## src/rtl/sts1_pkg.sv

```systemverilog
`timescale 1ns/1ps
package sts1_pkg;
    localparam int ROWS       = 9;
    localparam int COLS       = 90;
    localparam int ROW_W      = $clog2(ROWS + 1);
    localparam int COL_W      = $clog2(COLS + 1);
    localparam int B1_ROW     = 2;
    localparam int DSEC_ROW   = 3;
    localparam int DCC_COLS   = 3;
    localparam int LINE_ROW0  = 6;
    localparam int LINE_ROWS  = 3;
    localparam int TEXT_BYTES = LINE_ROWS * DCC_COLS;
    localparam int TEXT_W     = 8 * TEXT_BYTES;
    localparam int LFSR_W     = 7;

    typedef enum logic [1:0] {
        FS_A1   = 2'd0,
        FS_A2   = 2'd1,
        FS_BODY = 2'd2
    } fstate_e;

    typedef enum logic [1:0] {
        BK_B1    = 2'd0,
        BK_DSEC  = 2'd1,
        BK_DLINE = 2'd2,
        BK_PAY   = 2'd3
    } bkind_e;

    function automatic bkind_e classify(input logic [ROW_W-1:0] row,
                                        input logic [COL_W-1:0] col);
        bkind_e k;
        k = BK_PAY;
        if (int'(row) == B1_ROW && int'(col) == 1)
            k = BK_B1;
        else if (int'(row) == DSEC_ROW && int'(col) <= DCC_COLS)
            k = BK_DSEC;
        else if (int'(row) >= LINE_ROW0 && int'(row) < LINE_ROW0 + LINE_ROWS
                 && int'(col) <= DCC_COLS)
            k = BK_DLINE;
        return k;
    endfunction

    // Eight steps of the x^7 + x^6 + 1 register: {key byte, next state}
    function automatic logic [8+LFSR_W-1:0] lfsr7_byte(input logic [LFSR_W-1:0] s);
        logic [LFSR_W-1:0] st;
        logic [7:0]        k;
        st = s;
        k  = '0;
        for (int b = 7; b >= 0; b--) begin
            k[b] = st[LFSR_W-1];
            st   = {st[LFSR_W-2:0], st[LFSR_W-1] ^ st[LFSR_W-2]};
        end
        return {k, st};
    endfunction
endpackage

```

## src/rtl/sts1_pos_ctr.sv

```systemverilog
`timescale 1ns/1ps
module sts1_pos_ctr
    import sts1_pkg::*;
#(
    parameter int N_ROWS = ROWS,
    parameter int N_COLS = COLS
) (
    input  logic             clk,
    input  logic             rst_n,
    input  logic             adv,
    output logic [ROW_W-1:0] row,
    output logic [COL_W-1:0] col,
    output logic             last
);
    logic [ROW_W-1:0] row_q;
    logic [COL_W-1:0] col_q;
    logic             row_end;

    assign row_end = (int'(col_q) == N_COLS);
    assign last    = row_end && (int'(row_q) == N_ROWS);

    always_ff @(posedge clk) begin
        if (!rst_n) begin
            row_q <= ROW_W'(1);
            col_q <= COL_W'(1);
        end else if (adv) begin
            if (row_end) begin
                col_q <= COL_W'(1);
                row_q <= last ? ROW_W'(1) : row_q + ROW_W'(1);
            end else begin
                col_q <= col_q + COL_W'(1);
            end
        end
    end

    assign row = row_q;
    assign col = col_q;
endmodule

```

## src/rtl/sts1_lfsr7.sv

```systemverilog
`timescale 1ns/1ps
module sts1_lfsr7
    import sts1_pkg::*;
#(
    parameter logic [LFSR_W-1:0] SEED       = '1,
    parameter bit                ZERO_GUARD = 1'b1
) (
    input  logic              clk,
    input  logic              rst_n,
    input  logic              restart,
    input  logic              adv,
    output logic [7:0]        key,
    output logic [LFSR_W-1:0] state
);
    logic [LFSR_W-1:0] st_q;
    logic [LFSR_W-1:0] base;
    logic [LFSR_W-1:0] nxt;

    generate
        if (ZERO_GUARD) begin : g_guard
            always_comb begin
                if (restart || st_q == '0) base = SEED;
                else                       base = st_q;
            end
        end else begin : g_plain
            always_comb base = restart ? SEED : st_q;
        end
    endgenerate

    assign {key, nxt} = lfsr7_byte(base);

    always_ff @(posedge clk) begin
        if (!rst_n)   st_q <= SEED;
        else if (adv) st_q <= nxt;
    end

    assign state = st_q;
endmodule

```

## src/rtl/sts1_bip8.sv

```systemverilog
`timescale 1ns/1ps
module sts1_bip8 #(
    parameter int W = 8
) (
    input  logic         clk,
    input  logic         rst_n,
    input  logic         adv,
    input  logic         frame_end,
    input  logic [W-1:0] din,
    output logic [W-1:0] parity
);
    logic [W-1:0] acc_q;
    logic [W-1:0] par_q;

    always_ff @(posedge clk) begin
        if (!rst_n) begin
            acc_q <= '0;
            par_q <= '0;
        end else if (adv) begin
            if (frame_end) begin
                par_q <= acc_q ^ din;
                acc_q <= '0;
            end else begin
                acc_q <= acc_q ^ din;
            end
        end
    end

    assign parity = par_q;
endmodule

```

## src/rtl/sts1_frame_gen.sv

```systemverilog
`timescale 1ns/1ps
module sts1_frame_gen
    import sts1_pkg::*;
#(
    parameter logic [7:0]        A1_VAL    = 8'hF6,
    parameter logic [7:0]        A2_VAL    = 8'h28,
    parameter logic [LFSR_W-1:0] SCR_SEED  = '1,
    parameter logic [LFSR_W-1:0] PRBS_SEED = '1
) (
    input  logic              clk,
    input  logic              rst_n,
    input  logic              byte_en,
    input  logic [7:0]        payload_in,
    input  logic [TEXT_W-1:0] dcc_text,
    output logic [7:0]        tx_byte,
    output logic              tx_valid,
    output logic              tx_sof,
    output logic [ROW_W-1:0]  tx_row,
    output logic [COL_W-1:0]  tx_col
);
    fstate_e           state_q, state_d;
    logic [ROW_W-1:0]  pos_row;
    logic [COL_W-1:0]  pos_col;
    logic              pos_last;
    bkind_e            kind;
    logic [7:0]        raw_byte, out_byte, text_byte;
    logic [7:0]        scr_key, prbs_key, b1_val;
    logic [LFSR_W-1:0] scr_st, prbs_st;
    logic              scr_en, scr_restart, is_a1, prbs_adv;

    sts1_pos_ctr #(.N_ROWS(ROWS), .N_COLS(COLS)) u_pos (
        .clk(clk), .rst_n(rst_n), .adv(byte_en),
        .row(pos_row), .col(pos_col), .last(pos_last)
    );

    assign kind        = classify(pos_row, pos_col);
    assign scr_restart = (int'(pos_row) == 1) && (int'(pos_col) == 3);
    assign prbs_adv    = byte_en && (state_q == FS_BODY) && (kind == BK_DSEC);

    sts1_lfsr7 #(.SEED(SCR_SEED), .ZERO_GUARD(1'b0)) u_scr (
        .clk(clk), .rst_n(rst_n), .restart(scr_restart),
        .adv(byte_en && scr_en), .key(scr_key), .state(scr_st)
    );

    sts1_lfsr7 #(.SEED(PRBS_SEED), .ZERO_GUARD(1'b1)) u_prbs (
        .clk(clk), .rst_n(rst_n), .restart(1'b0),
        .adv(prbs_adv), .key(prbs_key), .state(prbs_st)
    );

    sts1_bip8 #(.W(8)) u_bip (
        .clk(clk), .rst_n(rst_n), .adv(byte_en),
        .frame_end(pos_last), .din(out_byte), .parity(b1_val)
    );

    always_comb begin
        int ti;
        ti = (int'(pos_row) - LINE_ROW0) * DCC_COLS + int'(pos_col) - 1;
        text_byte = '0;
        for (int i = 0; i < TEXT_BYTES; i++)
            if (ti == i) text_byte = dcc_text[8*i +: 8];
    end

    // state register
    always_ff @(posedge clk) begin
        if (!rst_n) state_q <= FS_A1;
        else        state_q <= state_d;
    end

    // next state and byte selection
    always_comb begin
        state_d  = state_q;
        raw_byte = A1_VAL;
        scr_en   = 1'b0;
        is_a1    = 1'b0;
        unique case (state_q)
            FS_A1: begin
                raw_byte = A1_VAL;
                is_a1    = 1'b1;
                if (byte_en) state_d = FS_A2;
            end
            FS_A2: begin
                raw_byte = A2_VAL;
                if (byte_en) state_d = FS_BODY;
            end
            FS_BODY: begin
                scr_en = 1'b1;
                unique case (kind)
                    BK_B1:    raw_byte = b1_val;
                    BK_DSEC:  raw_byte = prbs_key;
                    BK_DLINE: raw_byte = text_byte;
                    BK_PAY:   raw_byte = payload_in;
                    default:  raw_byte = payload_in;
                endcase
                if (byte_en && pos_last) state_d = FS_A1;
            end
            default: begin
                state_d = FS_A1;
            end
        endcase
    end

    assign out_byte = scr_en ? (raw_byte ^ scr_key) : raw_byte;

    always_ff @(posedge clk) begin
        if (!rst_n) begin
            tx_byte  <= '0;
            tx_valid <= 1'b0;
            tx_sof   <= 1'b0;
            tx_row   <= '0;
            tx_col   <= '0;
        end else begin
            tx_valid <= byte_en;
            if (byte_en) begin
                tx_byte <= out_byte;
                tx_row  <= pos_row;
                tx_col  <= pos_col;
                tx_sof  <= is_a1;
            end else begin
                tx_sof  <= 1'b0;
            end
        end
    end
endmodule

```

## config.mk

```make
export PLATFORM = sky130hd
export DESIGN_NAME = sts1_frame_gen
export DESIGN_NICKNAME = d
export VERILOG_FILES = /design/src/rtl/sts1_pkg.sv /design/src/rtl/sts1_pos_ctr.sv /design/src/rtl/sts1_lfsr7.sv /design/src/rtl/sts1_bip8.sv /design/src/rtl/sts1_frame_gen.sv
export SDC_FILE = /design/constraint.sdc
export NUM_CORES = 1
export LEC_CHECK = 0
export CORE_UTILIZATION = 43
export CTS_CLUSTER_DIAMETER = 80
export DETAILED_ROUTE_END_ITERATION = 10
export DONT_BUFFER_PORTS = 1
export PLACE_DENSITY = 0.66
export REMOVE_ABC_BUFFERS = 1
export SETUP_SLACK_MARGIN = 0.05
export SKIP_LAST_GASP = 1
export SLEW_MARGIN = 20
export SYNTH_ARGS = -nofsm -noshare
export SYNTH_HDL_FRONTEND = slang
export SYNTH_HIERARCHICAL = 1
export SYNTH_SLANG_ARGS = --single-unit
```

## constraint.sdc

```tcl
create_clock -name clk -period 10.84 [get_ports clk]
set_input_delay 2.168 -clock clk [delete_from_list [all_inputs] [get_ports clk]]
set_output_delay 2.168 -clock clk [all_outputs]
set_load 0.02 [all_outputs]
```

==> impl_metrics.toml, run 1 <==
[run_status]
outcome = "finished clean"

[placed_design]
port_buffers = 0
dp.cells = 806
dp_hpwl_mm = 11.3
gp_congestion = 0.895

[setup_path]
rr_worst_depth = 17
critical_path.startpoint_type = "flip-flop"
crit_fanout = 13
required_ns = 11.03
end_kind = "flip-flop"
cp_common_cell = "ha_1"
crit_chain = "ha_1, inv_1, ha_1, ha_1, a21o_1, fa_1, ha_1, o21ai_0, o311ai_0, or4_4, a21oi_2, nand2b_1, o31ai_1, a21o_1, xnor2_1, xnor2_1, a211oi_2"
criticalPathCategory = "flip-flop to flip-flop"
crit_slowest_cell = "dfxtp_1"
cpPeakStageDelay_ns = 0.59
cp_data_arrival_time_ns = 5.78
rrSetupSlack_ns = 5.25

[grt]
gr-total-overflow = 0
grt_pass1_vias = 4673
grt_pass1_wl_mm = 23.8
grtUsageTotal_pct = 22.9
antenna_found_initial = 0
grt_max_degree = 56

[timing]
fmax_ghz = 0.179
min_period_ns = 5.59
fin_crit_sh_pct = 51.6
setup_viol = 0
slew_viol_final = 0
clock_skew_ns = 0.00949
hold_violations = 0
slew_headroom_pct = 32.0
worst_pin_slew_ns = 1.02
grt_setup_unrepaired = "no"
fin_tns_setup_ns = 0

[layout]
area_growth_pct = 5.41
nets = 756
num_antenna_cells = 0
final_cell_mix = "dfxtp_1 (64), nand2_1 (52), a21oi_1 (39)"
final_common_cell = "dfxtp_1"
drive_above_1_share_pct = 8.31
stdcell_count = 822

[clocking]
tritoncts = "done"
clkTransAtPathRegs_ns = 0.05
cts_buffer_depth = 2
cts.repair.resized = 0
cts_hold_buffers = 0
numCtsBuffers = 9
ctsHtreeMaxLevel = 3
cts_root_buf = "clkbuf_16"
cts_num_sinks = 64
clock_latency_ns = 0.34
post_cts_buffers = 0

[floorplanning]
pin_count = 104
placeableCoreArea_um2 = 12600
start_util_pct = 44.0
dieArea_um2 = 13400
die_w_um = 116
die_h_um = 116
rows = 41

[job]
cap_viol_max_count = 0

[drt]
ant_nets = 0
drt_iter0_markers = 387
dr.pass1.iters = 5
drc = 0
vias = 5008
postRouteWirelength_mm = 15.2
via_per_inst = 6.09
wire_per_inst_um = 18.5

[yosys]
ys_types = 91
ys.flop_type = "dfxtp_1"
ys_ff_latch = 64
synth-edff-count = 0
ys_warn_count = 6
netlist_area_um2 = 5560
async_reset_ff_share_pct = 0
syn_inst = 670
seq_area_frac_synth_pct = 23.1
avgSynthCellArea_um2 = 8.29

[min_path]
worstHoldPathType = "flip-flop to flip-flop"
hold_depth = 2

[power_and_ir_drop]
power_per_cell_area_nw_per_um2 = 113
irDropWorstVdd_v = 0.0000539
leakage_nw = 2.12
worst max-delay path, delay by kind of cell, from the launching register on:
kind                       cells  cell delay [ns]
adders and majority gates      5             1.82
AOI/OAI and AO/OA              7             1.81
and+or+nand+nor                2             0.77
DFF                            1             0.59
xor gates and xnor gates       2             0.40
buffers and inverters          1             0.04
layer usage:
layer | GRT usage, % | share of wire, % | vias up
met5 | 0 | 0 | -
li1 | - | - | 2430
met2 | 37.9 | 46 | 220
met1 | 28.2 | 43 | 2325
met3 | 6.07 | 8.7 | 33
met4 | 9.23 | 2.7 | 0
stage by stage:
step	instance area, um^2	hold slack (ns)	power, mW	setup WS [ns]	util, %
after floorplan	5310	0.456	0.346	5.99	-
after global placement	5550	0.464	0.366	5.50	44.0
after detailed placement	5550	0.474	0.370	5.28	44.0
after CTS	5850	0.482	0.664	5.23	46.4
after global routing	5860	0.502	0.687	4.87	46.4
final	5860	0.485	0.662	5.25	46.4
Yosys cell counts, types with 9 or more instances:
library cell	number	area, um^2
a21oi_1	39	195
clkbuf_1	18	67.6
dfxtp_1	64	1280
ha_1	22	275
inv_1	31	116
mux2i_1	30	300
nand2_1	52	195
nand2b_1	22	138
nand3_1	16	80.1
nor2_1	34	128
nor2b_1	32	200
nor3_1	20	100
o21a_1	9	67.6
o21ai_0	23	115
o22ai_1	10	62.6
or3_1	9	56.3
xnor2_1	19	166
xor2_1	16	140
area by class of cell:
class,count,area [um^2]
repair buffers,3,22.5
clock buffers,13,260
clock inverters,3,40.0
well taps,172,215
multi-input cells,534,3910
inverters,33,124
flip-flops and latches,64,1280
fillers,1208,6760
registers in the layout, summed over array words and instances, names as in the netlist:
name          flops
tx_col            7
u_bip/acc_q       8
u_pos/row         4
tx_valid          1
u_pos/col         7
u_prbs/state      7
tx_row            4
tx_sof            1
state_q           2
u_scr/state       7
tx_byte           8
u_bip/parity      8
cell families after synthesis:
family | synth area share (%)
flops | 23.1
simple gates | 25.3
other cells | 0.0675
buf+inv | 6.67
fa+ha+maj | 7.12
xor+xnor | 5.92
compound gates | 25.9
mux | 6.01
where the power goes:
part           internal [mW]  leakage (nW)  switching [mW]
clock network          0.190         0.150           0.105
registers              0.245         0.522          0.0160
logic                 0.0457          1.45          0.0606
final timing paths:
check | from | to
setup / recovery | u_pos/row[1] | u_bip/parity[3]
hold / removal | u_bip/acc_q[0] | u_bip/acc_q[0]
setup reg to reg | u_pos/row[1] | u_bip/parity[3]
hold reg to reg | u_bip/acc_q[0] | u_bip/acc_q[0]
Note: power is estimated with default switching activity, not from simulation.
==> inputs of run 2 (changes only) <==
Clock period 10.84 ns to 5.7 ns, I/O delays scaled along.
==> impl_metrics.toml, run 2 (synthesis results as in run 1) <==
[placed_design]
place_ws_ns = 0.428
gp_congestion = 0.922
dp.cells = 811
dp_hpwl_mm = 11.6
port_buffers = 0

[floorplanning]
dieArea_um2 = 13400
die_h_um = 116
pin_count = 104
start_util_pct = 44.0
placeableCoreArea_um2 = 12600
die_w_um = 116
rows = 41

[power_and_ir_drop]
irDropWorstVdd_v = 0.000127
power_frac_seq_pct = 41.0
power_frac_clock_pct = 42.2
power_frac_comb_pct = 16.8
leakage_nw = 2.13
power_switching_uw = 353
internal_power_uw = 859
switching_share_pct = 29.1
power_per_cell_area_nw_per_um2 = 206

[min_path]
hold_depth = 2
min_to = "u_bip/acc_q[6]"
min-delay-start = "u_bip/acc_q[6]"
worstHoldPathType = "flip-flop to flip-flop"

[clocking]
cts_num_sinks = 64
cts_root_buf = "clkbuf_16"
ctsHtreeMaxLevel = 3
clkTransAtPathRegs_ns = 0.06
numCtsBuffers = 9
clock_latency_ns = 0.34
tritoncts = "done"
post_cts_buffers = 0
cts_buffer_depth = 2

[timing]
grt_setup_unrepaired = "no"
slew_viol_final = 0
fin_ws_ns = 0.555
fin_crit_sh_pct = 90.3
worst_pin_slew_ns = 0.786
slew_headroom_pct = 47.6
fin_tns_setup_ns = 0
clock_skew_ns = 0.00907
hold_violations = 0
fmax_ghz = 0.194
setup_viol = 0
min_period_ns = 5.15

[setup_path]
criticalPathCategory = "flip-flop to flip-flop"
end_kind = "flip-flop"
crit_fanout = 13
r2r_start = "u_pos/row[1]"
rr_worst_depth = 17
r2r-end = "u_bip/acc_q[1]"
rrSetupSlack_ns = 0.55
cp_data_arrival_time_ns = 5.40
critical_path.startpoint_type = "flip-flop"
required_ns = 5.95

[grt]
grt_pass1_wl_mm = 23.9
grt_max_degree = 56
antenna_found_initial = 0
grt_pass1_vias = 4691
grtUsageTotal_pct = 23.0
gr-total-overflow = 0

[drt]
wire_per_inst_um = 19.0
drc = 0
via_per_inst = 6.15
dr.pass1.iters = 5
ant_nets = 0
postRouteWirelength_mm = 15.7
vias = 5085
drt_iter0_markers = 533

[run_status]
outcome = "finished clean"

[layout]
final_cell_mix = "dfxtp_1 (62), nand2_1 (52), a21oi_1 (39)"
num_antenna_cells = 0
nets = 761
drive_above_1_share_pct = 9.01
stdcell_count = 827
final_common_cell = "dfxtp_1"
fill_cells = 1229
area_growth_pct = 5.65

[job]
cap_viol_max_count = 0
-- run 2: per-layer routing --
| metal | vias up | part of all wire [%] | track usage [%] |
|---|---|---|---|
| met3 | 32 | 7.5 | 5.65 |
| met1 | 2424 | 44 | 28.3 |
| met4 | 0 | 2.3 | 9.15 |
| met5 | - | 0 | 0 |
| li1 | 2432 | - | - |
| met2 | 197 | 47 | 38.8 |
-- run 2: how the worst max path moves through the flow --
stage	from	endpoint	slack [ns]	depth (start not counted)
2_1_floorplan	u_pos/row[2]	u_bip/parity[2]	0.85	17
3_3_place_gp	u_pos/row[2]	u_bip/parity[1]	0.59	17
3_5_place_dp	u_pos/row[2]	u_bip/parity[1]	0.43	17
4_1_cts	u_pos/row[2]	u_bip/acc_q[1]	0.38	17
5_1_grt	u_pos/row[1]	u_bip/parity[5]	0.19	18
6_report	u_pos/row[1]	u_bip/acc_q[1]	0.55	17
-- run 2: power groups by stage --
stage / sequential (mW) / clock, mW / combinational (mW)
floorplan: 0.499 / 0 / 0.158
global placement: 0.505 / 0 / 0.192
detailed placement: 0.506 / 0 / 0.198
CTS: 0.497 / 0.518 / 0.200
global route: 0.499 / 0.541 / 0.220
finish: 0.497 / 0.511 / 0.204
-- run 2: area by class of cell --
class                   count  area (um^2)  area share, %
clock buffers              13          250           4.26
well taps                 172          215           3.67
inverters                  33          124           2.11
clock inverters             3         17.5          0.298
flip-flops and latches     64         1280           21.9
multi-input cells         534         3920           66.8
repair buffers              8         60.1           1.02
-- run 2: stage by stage --
stage | power (mW) | utilization, % | hold WS [ns] | area (um^2)
after floorplan | 0.657 | - | 0.456 | 5310
after global placement | 0.697 | 44.3 | 0.463 | 5590
after detailed placement | 0.704 | 44.3 | 0.474 | 5590
after CTS | 1.21 | 46.4 | 0.481 | 5860
after global routing | 1.26 | 46.5 | 0.490 | 5870
final | 1.21 | 46.5 | 0.481 | 5870
-- run 2: critical path, cell delays in order, from the launching register on --
cell,delay (ns)
dfxtp_2,0.46
ha_1,0.18
inv_1,0.04
ha_1,0.37
ha_1,0.35
a21o_1,0.17
fa_1,0.44
ha_1,0.41
and3_1,0.28
a221oi_4,0.48
nor3_1,0.15
a221o_1,0.38
a211oi_1,0.47
o31a_1,0.24
a211o_1,0.13
nand3_1,0.13
o21a_1,0.21
o22ai_1,0.17
-- run 2: repair_timing --
| action | CTS | global route |
|---|---|---|
| endpoints found under the setup margin | 0 | 4 |
| resized for setup | 0 | 3 |
| hold buffers | 0 | 0 |
